$ cat config.mk
export PLATFORM = sky130hd
export DESIGN_NAME = tcomp_sched
export DESIGN_NICKNAME = d
export VERILOG_FILES = /design/src/rtl/tcs_pkg.sv /design/src/rtl/tcs_tick_timer.sv /design/src/rtl/tcs_trim_sat.sv /design/src/rtl/tcs_load_gate.sv /design/src/rtl/tcomp_sched.sv
export SDC_FILE = /design/constraint.sdc
export NUM_CORES = 1
export LEC_CHECK = 0
export BUFFER_PORTS_ARGS = -buffer_cell sky130_fd_sc_hd__buf_4
export CAP_MARGIN = 20
export CORE_UTILIZATION = 40
export CTS_CLUSTER_DIAMETER = 40
export CTS_CLUSTER_SIZE = 10
export DETAILED_ROUTE_END_ITERATION = 12
export PLACE_DENSITY = 0.63
export SLEW_MARGIN = 10
export SYNTH_ARGS = -nofsm -noshare
export SYNTH_HDL_FRONTEND = slang
export SYNTH_HIERARCHICAL = 1
export SYNTH_SLANG_ARGS = --single-unit
$ cat constraint.sdc
create_clock -name clk_i -period 1.7 [get_ports clk_i]
set_input_delay 0.425 -clock clk_i [delete_from_list [all_inputs] [get_ports clk_i]]
set_output_delay 0.425 -clock clk_i [all_outputs]
set_load 0.02 [all_outputs]
$ cat src/rtl/tcs_pkg.sv
package tcs_pkg;
  typedef enum logic [1:0] {
    S_WAIT  = 2'd0,
    S_IDLE  = 2'd1,
    S_CONV  = 2'd2,
    S_APPLY = 2'd3
  } tcs_state_e;
endpackage

$ cat src/rtl/tcs_tick_timer.sv
module tcs_tick_timer #(
  parameter int LIMIT = 64
) (
  input  logic clk_i,
  input  logic rst_ni,
  input  logic en_i,
  input  logic tick_i,
  output logic fire_o
);
  localparam int CW = $clog2(LIMIT + 1);
  localparam logic [CW-1:0] LAST = CW'(LIMIT - 1);

  logic [CW-1:0] cnt_q;

  assign fire_o = en_i && tick_i && (cnt_q == LAST);

  always_ff @(posedge clk_i or negedge rst_ni) begin
    if (!rst_ni)      cnt_q <= '0;
    else if (!en_i)   cnt_q <= '0;
    else if (fire_o)  cnt_q <= '0;
    else if (tick_i)  cnt_q <= cnt_q + 1'b1;
  end

  AST_TIMER_WRAP: assert property (@(posedge clk_i) disable iff (!rst_ni)
    fire_o |=> (cnt_q == '0));
endmodule

$ cat src/rtl/tcs_trim_sat.sv
module tcs_trim_sat #(
  parameter int TRIM_W = 8,
  parameter int AGE_W  = 8
) (
  input  logic        [TRIM_W-1:0] code_i,
  input  logic signed [AGE_W-1:0]  age_i,
  output logic        [TRIM_W-1:0] trim_o
);
  localparam int SUM_W = ((TRIM_W > AGE_W) ? TRIM_W : AGE_W) + 2;

  logic signed [SUM_W-1:0] code_s, age_s, sum_s, max_s;

  always_comb begin
    code_s = $signed({{(SUM_W-TRIM_W){1'b0}}, code_i});
    age_s  = $signed({{(SUM_W-AGE_W){age_i[AGE_W-1]}}, age_i});
    max_s  = $signed({{(SUM_W-TRIM_W){1'b0}}, {TRIM_W{1'b1}}});
    sum_s  = code_s + age_s;
    if (sum_s[SUM_W-1])    trim_o = '0;
    else if (sum_s > max_s) trim_o = '1;
    else                    trim_o = sum_s[TRIM_W-1:0];
  end
endmodule

$ cat src/rtl/tcs_load_gate.sv
module tcs_load_gate #(
  parameter int TEMP_W = 8
) (
  input  logic              clk_i,
  input  logic              rst_ni,
  input  logic              done_i,
  input  logic              user_i,
  input  logic [TEMP_W-1:0] temp_i,
  output logic              load_o
);
  logic [TEMP_W-1:0] prev_q;
  logic              first_q;

  // first result, user result, or changed reading
  assign load_o = done_i && (first_q || user_i || (temp_i != prev_q));

  always_ff @(posedge clk_i or negedge rst_ni) begin
    if (!rst_ni) begin
      prev_q  <= '0;
      first_q <= 1'b1;
    end else if (done_i) begin
      prev_q  <= temp_i;
      first_q <= 1'b0;
    end
  end
endmodule

$ cat src/rtl/tcomp_sched.sv
module tcomp_sched
  import tcs_pkg::*;
#(
  parameter int TEMP_W    = 8,
  parameter int TRIM_W    = 8,
  parameter int AGE_W     = 8,
  parameter int STARTUP_S = 2,
  parameter int PERIOD_S  = 64
) (
  input  logic                     clk_i,
  input  logic                     rst_ni,
  input  logic                     tick_i,
  input  logic                     user_req_i,
  output logic                     conv_start_o,
  input  logic                     conv_done_i,
  input  logic        [TEMP_W-1:0] temp_i,
  output logic        [TEMP_W-1:0] lut_addr_o,
  input  logic        [TRIM_W-1:0] lut_data_i,
  input  logic signed [AGE_W-1:0]  aging_i,
  output logic                     busy_o,
  output logic        [TRIM_W-1:0] trim_o
);
  tcs_state_e        state_q;
  logic              start_q, user_pend_q, per_pend_q, cur_user_q, do_load_q;
  logic [TEMP_W-1:0] temp_q;
  logic [TRIM_W-1:0] trim_q, trim_new;
  logic              su_fire, per_fire, done_ok, load_now;
  logic              start_user, start_per;

  tcs_tick_timer #(.LIMIT(STARTUP_S)) u_startup (
    .clk_i (clk_i), .rst_ni (rst_ni), .en_i (state_q == S_WAIT),
    .tick_i(tick_i), .fire_o (su_fire)
  );

  tcs_tick_timer #(.LIMIT(PERIOD_S)) u_period (
    .clk_i (clk_i), .rst_ni (rst_ni), .en_i (state_q != S_WAIT),
    .tick_i(tick_i), .fire_o (per_fire)
  );

  assign done_ok = conv_done_i && (state_q == S_CONV);

  tcs_load_gate #(.TEMP_W(TEMP_W)) u_gate (
    .clk_i (clk_i), .rst_ni (rst_ni), .done_i (done_ok),
    .user_i(cur_user_q), .temp_i (temp_i), .load_o (load_now)
  );

  tcs_trim_sat #(.TRIM_W(TRIM_W), .AGE_W(AGE_W)) u_sat (
    .code_i(lut_data_i), .age_i(aging_i), .trim_o(trim_new)
  );

  // user requests take priority over a scheduled one
  assign start_user = (state_q == S_IDLE) && user_pend_q;
  assign start_per  = (state_q == S_IDLE) && !user_pend_q && (per_pend_q || per_fire);

  always_ff @(posedge clk_i or negedge rst_ni) begin
    if (!rst_ni) begin
      state_q     <= S_WAIT;
      start_q     <= 1'b0;
      user_pend_q <= 1'b0;
      per_pend_q  <= 1'b0;
      cur_user_q  <= 1'b0;
      do_load_q   <= 1'b0;
      temp_q      <= '0;
      trim_q      <= '0;
    end else begin
      start_q     <= 1'b0;
      user_pend_q <= user_req_i || (user_pend_q && !start_user);
      per_pend_q  <= (per_pend_q || per_fire) && !start_per;
      unique case (state_q)
        S_WAIT: if (su_fire) begin
          state_q    <= S_CONV;
          start_q    <= 1'b1;
          cur_user_q <= 1'b0;
        end
        S_IDLE: if (start_user || start_per) begin
          state_q    <= S_CONV;
          start_q    <= 1'b1;
          cur_user_q <= start_user;
        end
        S_CONV: if (done_ok) begin
          state_q   <= S_APPLY;
          temp_q    <= temp_i;
          do_load_q <= load_now;
        end
        S_APPLY: begin
          if (do_load_q) trim_q <= trim_new;
          state_q <= S_IDLE;
        end
        default: state_q <= S_IDLE;
      endcase
    end
  end

  assign conv_start_o = start_q;
  assign busy_o       = (state_q == S_CONV) || (state_q == S_APPLY);
  assign lut_addr_o   = temp_q;
  assign trim_o       = trim_q;

  AST_WAIT_TRIM_HELD: assert property (@(posedge clk_i) disable iff (!rst_ni)
    (state_q == S_WAIT) |=> $stable(trim_o));
  AST_START_PULSE: assert property (@(posedge clk_i) disable iff (!rst_ni)
    conv_start_o |=> !conv_start_o);
  AST_START_BUSY: assert property (@(posedge clk_i) disable iff (!rst_ni)
    conv_start_o |-> busy_o);
  AST_TRIM_ONLY_APPLY: assert property (@(posedge clk_i) disable iff (!rst_ni)
    (state_q != S_APPLY) |=> $stable(trim_o));
  AST_USER_SERVED: assert property (@(posedge clk_i) disable iff (!rst_ni)
    (state_q == S_IDLE && user_pend_q) |=> conv_start_o);
  AST_REQ_HELD: assert property (@(posedge clk_i) disable iff (!rst_ni)
    (busy_o && user_req_i) |=> user_pend_q);
endmodule

==> results.cfg <==
[sta]
maxSlewHeadroom = 0.660
drv_slew = 0
fmax_ghz = 0.498
final.setup_skew_ns = 0.00528
min_period_ns = 2.01
rsz0062_at_grt = true
post-route-period-util = 1.18
setup_viol = 8
holdWs_ns = 0.0995
timing_hold_violations_final = 0
tightest_slew_ns = 0.510
finalWorstSetupSlack_ns = -0.307

[outcome]
violations = negative setup slack
outcome = finished with violations

[cells_and_area]
antenna_cells = 0
fin_area_mm2 = 0.00342
drive_gt1_frac = 0.485
area_growth_pct = 35.8
utilization = 0.570
nets = 334
layoutNonFillerInstCount = 370

[clock_tree]
cts_tree = yes
clock_latency_ns = 0.29
h-tree-depth = 2
cts_buffers = 5
path_clk_slew_ns = 0.08
clockBufferDepth = 2
cts-root-buf = clkbuf_8
cts.sinks = 41

[placement]
placed_area_mm2 = 0.00315
gp_congestion = 0.793
place_hpwl_um = 3760
numPortBuffers = 46
place_ws_ns = -0.617
dp_cells = 360

[power]
powerDensity_mw_per_mm2 = 1310
leakage_uw = 0.00159
peakVddDrop_v = 0.000840

[floorplanning]
die_area_mm2 = 0.00661
die_w_um = 81.3
start_util = 0.420
core_mm2 = 0.00599
rows = 28
die_h_um = 81.3
io_pins = 47

[routing]
wirelength_um = 5050
dr.pass1.iters = 4
drt-initial-drc-count = 136
vias = 1901
wl_per_cell_um = 13.7
ant_nets = 0
drc = 0
via_per_inst = 5.14

[critical_path]
worstPathMaxFanout = 6
ff2ff_path_depth = 5
crit_arrival_ns = 2.18
criticalPathCategory = in -> reg
startpoint = lut_data_i[5]
r2r-start = u_period/cnt_q[3]
crit_required_ns = 1.87
r2r_end = cur_user_q
crit_path_end_kind = flop
crit_path_start_kind = primary input
reg2reg_slack_ns = 0.18

[synthesis]
synth.area.top_cells = dfrtp_1 40%, mux2_2 7.2%, mux2_4 5.4%
synth_common_cells = 40 x dfrtp_1, 16 x mux2_2, 13 x inv_1
synth_cells = 221
synth_most_common_cell = dfrtp_1
postSynthNetCount = 261
yosys.area.top_type = dfrtp_1
synth_ff_type = dfrtp_1
ys_types = 68
syn_area_mm2 = 0.00252
synth.top_cell.area_share = 0.398
syn_area_per_cell_um2 = 11.4
ys_warn_count = 6
async_flop_share = 1.00
synth_edf_count = 0
synth_seq_cells = 41
ys_seq_area_frac = 0.408

[run]
maxCapViolations = 0

[global_routing]
grt_pass1_wl_um = 8200
antenna_found_initial = 0
grt_pass1_vias = 1823
grt.overflow.total = 0
grt_util_all_layers = 0.160
grt_max_degree = 42

[hold_path]
hp-class = in -> async
critical path, stage by stage:
cell and delay [ns]:
buf_4 0.11, ha_2 0.18, or4_4 0.54, o22ai_4 0.27, xor2_2 0.26, a22oi_1 0.12
mux2_2 0.27
cell type report:
| type | count | area, um2 |
|---|---|---|
| fill | 523 | 2570 |
| inverter | 13 | 48.8 |
| tap | 75 | 93.8 |
| clock inverter | 1 | 8.76 |
| multi-input combinational | 159 | 1560 |
| clock buffer | 7 | 96.3 |
| sequential | 41 | 1030 |
| timing repair buffer | 74 | 582 |
timing repair:
action                     4_1_cts  5_1_grt
hold buffers                     0        0
setup endpoints to repair        8        8
gates resized for setup          4       23
pin swaps                        6       13
buffers inserted                 0        3
layout by cell type, fill, tap and decap left out, types with 5 or more instances in the layout:
cell type / Yosys / layout
and2_1: 5 / 5
buf_4: 1 / 69
clkbuf_8: 0 / 7
dfrtp_1: 40 / 40
inv_1: 13 / 12
mux2_2: 16 / 12
mux2_4: 9 / 13
nand2_1: 8 / 8
nor2b_1: 7 / 7
xor2_1: 11 / 11
kinds of logic after synthesis:
family / synth area share
simple gates: 0.137
buf+inv: 0.0433
compound gates: 0.165
mux: 0.134
xor+xnor: 0.0552
fa+ha+maj: 0.0577
flops: 0.408
metal layers:
metal / wire, um / global-route usage / vias up / part of all wire
met4: 33 / 0.0429 / 0 / 0.0065
met1: 2390 / 0.218 / 909 / 0.47
li1: - / - / 952 / -
met3: 176 / 0.0303 / 4 / 0.035
met5: 0 / 0 / - / 0
met2: 2450 / 0.259 / 36 / 0.48
flip-flops by register name (all words and copies together) (netlist names):
| signal | flops |
|---|---|
| lut_addr_o | 8 |
| trim_o | 8 |
| u_gate/prev_q | 8 |
| u_period/cnt_q | 7 |
| state_q | 2 |
| u_startup/cnt_q | 2 |
| conv_start_o | 1 |
| cur_user_q | 1 |
| do_load_q | 1 |
| per_pend_q | 1 |
| u_gate/first_q | 1 |
| user_pend_q | 1 |
worst max-delay path by stage:
stage                     end  cells past startpoint
floorplan           trim_o[1]                      9
global placement    trim_o[6]                     10
detailed placement  trim_o[6]                     10
CTS                 trim_o[6]                     10
global route        trim_o[6]                     10
finish              trim_o[4]                      7
per-stage QoR:
step           TNS (ns)  power [uW]
4_1_cts           -1.92        4460
6_report          -2.14        4480
3_3_place_gp      -4.42        3680
2_1_floorplan     -2.66        3030
3_5_place_dp      -4.67        3720
5_1_grt           -2.66        4780
power breakdown:
part | switching, uW | internal, uW | total [uW]
Combinational | 948 | 1170 | 2120
Sequential | 290 | 1360 | 1650
Clock | 331 | 375 | 705
Note: power is estimated with default switching activity, not from simulation.
